===== config.mk =====
export PLATFORM = sky130hd
export DESIGN_NAME = aerr_seq
export DESIGN_NICKNAME = d
export VERILOG_FILES = /design/src/rtl/aerr_pkg.sv /design/src/rtl/aerr_detect.sv /design/src/rtl/aerr_frame.sv /design/src/rtl/aerr_ctrl.sv /design/src/rtl/aerr_seq.sv
export SDC_FILE = /design/constraint.sdc
export NUM_CORES = 1
export LEC_CHECK = 0
export BUFFER_PORTS_ARGS = -buffer_cell sky130_fd_sc_hd__buf_2
export CORE_ASPECT_RATIO = 1.25
export CORE_MARGIN = 2
export CORE_UTILIZATION = 40
export CTS_BUF_LIST = sky130_fd_sc_hd__clkbuf_16
export DETAILED_ROUTE_END_ITERATION = 8
export GPL_TIMING_DRIVEN = 1
export PLACE_DENSITY = 0.69
export SLEW_MARGIN = 20
export SYNTH_ARGS = -nofsm -noshare
export SYNTH_HDL_FRONTEND = slang
export SYNTH_HIERARCHICAL = 1
export SYNTH_SLANG_ARGS = --single-unit

===== constraint.sdc =====
create_clock -name clk -period 8.31 [get_ports clk]
set_clock_uncertainty 0.05 [all_clocks]
set_input_delay 1.662 -clock clk [delete_from_list [all_inputs] [get_ports clk]]
set_output_delay 1.662 -clock clk [all_outputs]
set_load 0.005 [all_outputs]

===== src/rtl/aerr_pkg.sv =====
// Shared types and codes for the alignment fault sequencer.
// Assumes a byte-addressed memory with a 16-bit data port.
package aerr_pkg;
    typedef enum logic [2:0] {
        ST_IDLE,
        ST_WRITE,
        ST_READ,
        ST_WAIT,
        ST_DONE
    } seq_state_t;

    localparam logic [1:0] SZ_BYTE = 2'd0;
    localparam logic [1:0] SZ_WORD = 2'd1;
    localparam logic [1:0] SZ_LONG = 2'd2;

    localparam int SR_S_BIT = 13;
endpackage


===== src/rtl/aerr_detect.sv =====
// Combinational fault detector and access status word builder.
// Assumes: only the low address bits matter for alignment; byte accesses never fault.
module aerr_detect #(
    parameter logic [1:0] ALIGN_MASK = 2'b01,
    parameter int          DW         = 16
) (
    input  logic [1:0]    addr_lo,
    input  logic [1:0]    acc_size,
    input  logic          acc_write,
    input  logic          acc_fetch,
    input  logic          sr_s,
    output logic          fault,
    output logic [DW-1:0] status
);
    import aerr_pkg::*;

    logic multi_byte;
    logic is_read;

    // Flag word/long accesses whose low address bits break alignment.
    always_comb begin
        multi_byte = (acc_size == SZ_WORD) || (acc_size == SZ_LONG);
        fault      = multi_byte && ((addr_lo & ALIGN_MASK) != 2'b00);
    end

    // Compose the access status word: read, privilege, fetch and data bits.
    always_comb begin
        is_read   = acc_fetch || !acc_write;
        status    = '0;
        status[4] = is_read;
        status[2] = sr_s;
        status[1] = acc_fetch;
        status[0] = !acc_fetch;
    end
endmodule


===== src/rtl/aerr_frame.sv =====
// Frame holding registers: captures the faulting context and serves the
// stacked word and its address for a given write step.
// Assumes AW is a multiple of DW; wide values are written low half first.
module aerr_frame #(
    parameter int AW = 32,
    parameter int DW = 16,
    parameter int FW = 7,
    parameter int SW = 3
) (
    input  logic          clk,
    input  logic          rst_n,
    input  logic          load,
    input  logic [AW-1:0] pc,
    input  logic [DW-1:0] sr,
    input  logic [DW-1:0] ir,
    input  logic [AW-1:0] addr,
    input  logic [DW-1:0] status,
    input  logic [AW-1:0] ssp,
    input  logic [SW-1:0] step,
    output logic [DW-1:0] word,
    output logic [AW-1:0] waddr,
    output logic [DW-1:0] sr_out,
    output logic [AW-1:0] ssp_out
);
    import aerr_pkg::*;

    localparam int HALVES = AW / DW;
    localparam int BYTES  = DW / 8;

    logic [AW-1:0] pc_q, addr_q, ssp_q;
    logic [DW-1:0] sr_q, ir_q, st_q;
    logic [DW-1:0] words [FW];

    // Capture the faulting context when a sequence starts.
    always_ff @(posedge clk) begin
        if (!rst_n) begin
            pc_q   <= '0;
            addr_q <= '0;
            ssp_q  <= '0;
            sr_q   <= '0;
            ir_q   <= '0;
            st_q   <= '0;
        end else if (load) begin
            pc_q   <= pc;
            addr_q <= addr;
            ssp_q  <= ssp;
            sr_q   <= sr;
            ir_q   <= ir;
            st_q   <= status;
        end
    end

    // Lay out the frame words in write order.
    for (genvar k = 0; k < HALVES; k++) begin : g_halves
        assign words[k]          = pc_q[k*DW +: DW];
        assign words[HALVES+2+k] = addr_q[k*DW +: DW];
    end
    assign words[HALVES]      = sr_q;
    assign words[HALVES+1]    = ir_q;
    assign words[2*HALVES+2]  = st_q;

    // Select the word and its predecremented stack address for this step.
    always_comb begin
        word  = words[step];
        waddr = ssp_q - AW'((32'(step) + 1) * BYTES);
    end

    // Results handed back to the core.
    always_comb begin
        sr_out           = sr_q;
        sr_out[SR_S_BIT] = 1'b1;
        ssp_out          = ssp_q - AW'(FW * BYTES);
    end
endmodule


===== src/rtl/aerr_ctrl.sv =====
// Sequencer control: steps through frame writes, vector reads and the
// fixed penalty, then pulses done. Triggers are honoured only when idle.
// Assumes mem_ack completes one transfer per cycle in which it is high.
module aerr_ctrl #(
    parameter int AW        = 32,
    parameter int DW        = 16,
    parameter int FW        = 7,
    parameter int SW        = 3,
    parameter int VEC_NUM   = 3,
    parameter int EXTRA_CYC = 18
) (
    input  logic          clk,
    input  logic          rst_n,
    input  logic          start,
    input  logic          mem_ack,
    input  logic [DW-1:0] mem_rdata,
    output logic          load,
    output logic          busy,
    output logic          done,
    output logic          mem_req,
    output logic          mem_we,
    output logic [SW-1:0] step,
    output logic [AW-1:0] rd_addr,
    output logic [AW-1:0] vec_pc
);
    import aerr_pkg::*;

    localparam int HALVES = AW / DW;
    localparam int BYTES  = DW / 8;
    localparam int CW     = $clog2(EXTRA_CYC + 1);
    localparam logic [AW-1:0] VEC_ADDR = AW'(VEC_NUM * 4);

    seq_state_t    state;
    logic [CW-1:0] cnt;
    logic [AW-1:0] pc_acc;

    // Decode outputs from the current state.
    always_comb begin
        load    = (state == ST_IDLE) && start;
        busy    = (state != ST_IDLE);
        done    = (state == ST_DONE);
        mem_req = (state == ST_WRITE) || (state == ST_READ);
        mem_we  = (state == ST_WRITE);
        rd_addr = VEC_ADDR + AW'(32'(step) * BYTES);
        vec_pc  = pc_acc;
    end

    // Advance the sequence and collect the vector halves, high first.
    always_ff @(posedge clk) begin
        if (!rst_n) begin
            state  <= ST_IDLE;
            step   <= '0;
            cnt    <= '0;
            pc_acc <= '0;
        end else begin
            case (state)
                ST_IDLE: if (start) begin
                    state <= ST_WRITE;
                    step  <= '0;
                end
                ST_WRITE: if (mem_ack) begin
                    if (step == SW'(FW - 1)) begin
                        state <= ST_READ;
                        step  <= '0;
                    end else begin
                        step <= step + 1'b1;
                    end
                end
                ST_READ: if (mem_ack) begin
                    pc_acc <= {pc_acc[AW-DW-1:0], mem_rdata};
                    if (step == SW'(HALVES - 1)) begin
                        state <= ST_WAIT;
                        step  <= '0;
                        cnt   <= CW'(EXTRA_CYC - 1);
                    end else begin
                        step <= step + 1'b1;
                    end
                end
                ST_WAIT: begin
                    if (cnt == '0) state <= ST_DONE;
                    else           cnt   <= cnt - 1'b1;
                end
                default: state <= ST_IDLE;
            endcase
        end
    end

    // completion is a single-cycle pulse.
    a_r8_done_pulse: assert property (@(posedge clk) disable iff (!rst_n)
        done |=> !done);

    // an accepted fault begins with a frame write in the next cycle.
    a_r1_start_write: assert property (@(posedge clk) disable iff (!rst_n)
        load |=> (mem_req && mem_we));

    // a trigger during the done cycle does not restart the sequence.
    a_r8_no_restart: assert property (@(posedge clk) disable iff (!rst_n)
        done |=> !busy);
endmodule


===== src/rtl/aerr_seq.sv =====
// Top level: alignment fault detection plus frame stacking and vector fetch
// over a 16-bit memory port. Assumes the core stalls while busy is high.
module aerr_seq #(
    parameter int          AW         = 32,
    parameter int          DW         = 16,
    parameter int          VEC_NUM    = 3,
    parameter int          EXTRA_CYC  = 18,
    parameter logic [1:0]  ALIGN_MASK = 2'b01
) (
    input  logic          clk,
    input  logic          rst_n,
    input  logic          trig,
    input  logic [AW-1:0] acc_addr,
    input  logic [1:0]    acc_size,
    input  logic          acc_write,
    input  logic          acc_fetch,
    input  logic [DW-1:0] cur_sr,
    input  logic [AW-1:0] cur_pc,
    input  logic [DW-1:0] cur_ir,
    input  logic [AW-1:0] cur_ssp,
    output logic          busy,
    output logic          mem_req,
    output logic          mem_we,
    output logic [AW-1:0] mem_addr,
    output logic [DW-1:0] mem_wdata,
    input  logic          mem_ack,
    input  logic [DW-1:0] mem_rdata,
    output logic          done,
    output logic [AW-1:0] new_pc,
    output logic [DW-1:0] new_sr,
    output logic [AW-1:0] new_ssp
);
    import aerr_pkg::*;

    localparam int HALVES = AW / DW;
    localparam int FW     = 2 * HALVES + 3;
    localparam int SW     = $clog2(FW);

    logic          fault, start, load;
    logic [DW-1:0] status, word;
    logic [SW-1:0] step;
    logic [AW-1:0] waddr, rd_addr;

    aerr_detect #(.ALIGN_MASK(ALIGN_MASK), .DW(DW)) i_detect (
        .addr_lo   (acc_addr[1:0]),
        .acc_size  (acc_size),
        .acc_write (acc_write),
        .acc_fetch (acc_fetch),
        .sr_s      (cur_sr[SR_S_BIT]),
        .fault     (fault),
        .status    (status)
    );

    // Qualify the detector result with the trigger.
    assign start = trig && fault;

    aerr_frame #(.AW(AW), .DW(DW), .FW(FW), .SW(SW)) i_frame (
        .clk     (clk),
        .rst_n   (rst_n),
        .load    (load),
        .pc      (cur_pc),
        .sr      (cur_sr),
        .ir      (cur_ir),
        .addr    (acc_addr),
        .status  (status),
        .ssp     (cur_ssp),
        .step    (step),
        .word    (word),
        .waddr   (waddr),
        .sr_out  (new_sr),
        .ssp_out (new_ssp)
    );

    aerr_ctrl #(.AW(AW), .DW(DW), .FW(FW), .SW(SW),
                .VEC_NUM(VEC_NUM), .EXTRA_CYC(EXTRA_CYC)) i_ctrl (
        .clk       (clk),
        .rst_n     (rst_n),
        .start     (start),
        .mem_ack   (mem_ack),
        .mem_rdata (mem_rdata),
        .load      (load),
        .busy      (busy),
        .done      (done),
        .mem_req   (mem_req),
        .mem_we    (mem_we),
        .step      (step),
        .rd_addr   (rd_addr),
        .vec_pc    (new_pc)
    );

    // Steer the memory port between frame writes and vector reads.
    always_comb begin
        mem_addr  = mem_we ? waddr : rd_addr;
        mem_wdata = mem_we ? word  : '0;
    end

    // an unacknowledged request holds its address, direction and data.
    a_r9_req_hold: assert property (@(posedge clk) disable iff (!rst_n)
        (mem_req && !mem_ack) |=> (mem_req && $stable(mem_addr)
                                   && $stable(mem_we) && $stable(mem_wdata)));

    // request addresses are always even.
    a_r9_even_addr: assert property (@(posedge clk) disable iff (!rst_n)
        mem_req |-> (mem_addr[0] == 1'b0));

    // each frame write but the last is followed by one two bytes lower.
    a_r2_descend: assert property (@(posedge clk) disable iff (!rst_n)
        (mem_req && mem_ack && mem_we && (mem_addr != new_ssp))
        |=> (mem_we && (mem_addr == $past(mem_addr) - AW'(2))));

    // the handed-back SR always has the supervisor bit set.
    a_r5_sr_super: assert property (@(posedge clk) disable iff (!rst_n)
        done |-> new_sr[SR_S_BIT]);
endmodule


==> results.sh <==
export IMPL_cts_inserted_buffers=17
export IMPL_yosysSeqAreaShare_pct=35.8
export IMPL_via_per_inst=4.91
export IMPL_r2r_cells=6
export IMPL_power_density_nw_per_um2=222
export IMPL_finalSetupTns_ns=0
export IMPL_whs_endpoint="i_ctrl/vec_pc[28]$_SDFFE_PN0P_"
export IMPL_ir_drop_mv=0.133
export IMPL_wl_per_cell_um=16.4
export IMPL_power_leakage_nw=4.92
export IMPL_r2r_end="i_frame/st_q[12]$_SDFFE_PN0P_"
export IMPL_post_cts_buffers=0
export IMPL_antenna_found_initial=9
export IMPL_dieWidth_um=149
export IMPL_cp_data_arrival_time_ns=3.74
export IMPL_cts_hold_buf=0
export IMPL_r2r_setup_slack_ns=5.04
export IMPL_nets=1477
export IMPL_maxSlewViolCount=0
export IMPL_synth_ff_type="dfxtp_1"
export IMPL_final_cell_mix="buf_2 (281), dfxtp_1 (185), mux2i_1 (163), nor2b_1 (149), nand2_1 (103)"
export IMPL_worst_pin_slew_ns=1.05
export IMPL_grt_usage_pct=19.7
export IMPL_yosysTopAreaCell="dfxtp_1"
export IMPL_area_growth_pct=18.0
export IMPL_final_setup_viol_count=0
export IMPL_criticalPathCategory="reg2out"
export IMPL_syn_inst=1114
export IMPL_grt_overflow=0
export IMPL_syn_avg_cell_area_um2=9.39
export IMPL_antenna_left=0
export IMPL_max_slew_margin_rel_pct=30.2
export IMPL_worstPathMaxFanout=22
export IMPL_drt_pass1_iter_count=4
export IMPL_clock_latency_ns=0.42
export IMPL_grt_pass1_vias=8013
export IMPL_async_flop_share_pct=0
export IMPL_drive_above_1_share_pct=30.5
export IMPL_dieArea_um2=27500
export IMPL_grt_max_degree=119
export IMPL_yosysWarnings=6
export IMPL_synth_edff_count=0
export IMPL_maxCapViolations=0
export IMPL_status="finished, final reports clean"
export IMPL_synthTopCellsByArea="dfxtp_1 (36%), mux2i_1 (16%), nor2b_1 (9.0%)"
export IMPL_crit_required_ns=6.60
export IMPL_min_path_cells=2
export IMPL_io_buffers=282
export IMPL_dieHeight_um=185
export IMPL_hold_class="reg2reg"
export IMPL_drc_errors=0
export IMPL_cts_sinks=187
export IMPL_post_cts_resized=0
export IMPL_place_congestion=0.864
export IMPL_vias=8246
export IMPL_ios=284
export IMPL_h_tree_depth=4
export IMPL_fmax_ghz=0.184
export IMPL_period_minus_slack_ns=5.45
export IMPL_worstSetupStartpointType="flip-flop"
export IMPL_min_period_over_period_pct=65.6
export IMPL_clockBufferDepth=2
export IMPL_finalPower_mw=2.74
export IMPL_yosys_register_bits=187
export IMPL_start_util_pct=40.5
export IMPL_rsz0062_at_grt="no"
export IMPL_finalHoldViolCount=0
export IMPL_synth_top_area_share_pct=35.8
export IMPL_root_buffer="clkbuf_16"
export IMPL_rows=66
export IMPL_synthesis_area_um2=10500
export IMPL_worstHoldStart="i_ctrl/vec_pc[28]$_SDFFE_PN0P_"
export IMPL_grt_pass1_wl_mm=42.8
export IMPL_worstReg2RegStart="i_ctrl/state[0]$_SDFFE_PN0P_"
export IMPL_dpl_hpwl_mm=19.9
export IMPL_wirelength_mm=27.5
export IMPL_fillerInstances=2500
export IMPL_final_common_cell="buf_2"
export IMPL_dr_first_iter_drc_count=390
export IMPL_cts_tree="done"
export IMPL_endpoint_kind="output pin"
export IMPL_yosys_cell_types_count=61
export IMPL_core_um2=25800
export IMPL_clkTransAtPathRegs_ns=0.07
## area by class of cell
type,count,area [um^2],share of cell area [%]
sequential,187,3750,30.4
timing repair buffer,292,1490,12.1
inverter,18,67.6,0.548
clock inverter,15,171,1.39
antenna,9,22.5,0.183
clock buffer,17,425,3.45
tap,340,425,3.45
multi-input combinational,800,5990,48.6
## where the power goes
part           total (mW)  internal [mW]  switching [mW]
clock network       0.822          0.449           0.373
registers            1.01          0.949          0.0626
logic               0.907          0.450           0.457
## cell families (layout without fill, tap and decap cells)
group,Yosys count,in the layout,synth area share [%]
xor+xnor,59,59,4.94
flops,187,187,35.8
fa+ha+maj,9,9,1.15
other cells,3,50,0.108
simple gates,383,383,20.5
buf+inv,165,342,8.59
compound gates,81,81,4.61
mux,227,227,24.4
## Yosys cell counts, types with 10 or more instances
master	instances
nor2_1	26
mux2_2	44
nor2b_1	150
xnor2_1	41
nor4_1	10
nand2_1	103
and2_1	20
mux4_2	16
nand3_1	14
a21oi_1	38
o21ai_0	14
buf_4	64
nand4_1	12
xor2_1	18
inv_1	18
clkbuf_1	55
mux2i_1	163
dfxtp_1	187
buf_1	17
## routing by layer
metal  vias up  share of wire (%)  track usage (%)
li1       4081                  -                -
met1      3878                 43             24.3
met2       250                 50             33.6
met3        37                5.3             4.06
met4         0                2.3             7.81
met5         -                  0                0
## worst max-delay path by stage
stage | from | to | cells after the start
6_report | i_ctrl/step[1]$_SDFFE_PN0P_ | mem_addr[26] | 9
5_1_grt | i_ctrl/step[1]$_SDFFE_PN0P_ | mem_addr[26] | 9
4_1_cts | i_ctrl/step[1]$_SDFFE_PN0P_ | mem_addr[24] | 9
3_5_place_dp | i_ctrl/step[1]$_SDFFE_PN0P_ | mem_addr[24] | 9
3_3_place_gp | i_ctrl/step[1]$_SDFFE_PN0P_ | mem_addr[24] | 9
2_1_floorplan | i_ctrl/step[0]$_SDFFE_PN0P_ | mem_addr[17] | 13
## state kept, by name (all words and copies together) (netlist names)
register        cells
i_frame/pc_q       32
i_ctrl/vec_pc      32
i_ctrl/cnt          5
i_frame/sr_q       16
i_ctrl/step         3
i_frame/ir_q       16
i_frame/ssp_q      32
i_ctrl/state        3
i_frame/st_q       16
i_frame/addr_q     32
## through the flow
step | setup slack (ns) | cell area (um^2) | cells | hold WS, ns | util [%]
6_report | 2.86 | 12300 | 1678 | 0.402 | 47.7
2_1_floorplan | 3.52 | 10600 | 1152 | 0.403 | -
4_1_cts | 2.62 | 12300 | 1669 | 0.404 | 47.6
5_1_grt | 2.58 | 12300 | 1678 | 0.438 | 47.7
3_3_place_gp | 3.20 | 11700 | 1637 | 0.391 | 45.3
3_5_place_dp | 3.09 | 11700 | 1637 | 0.394 | 45.3
## worst max-delay path: stages (launching register included)
cell and delay, ns:
dfxtp_1 0.95, ha_1 0.30, xnor2_1 0.07, ha_1 0.40, a21oi_1 0.09, o211ai_1 0.73
nor3_1 0.19, xor2_1 0.19, mux2_2 0.27, buf_2 0.12
Note: power is estimated with default switching activity, not from simulation.
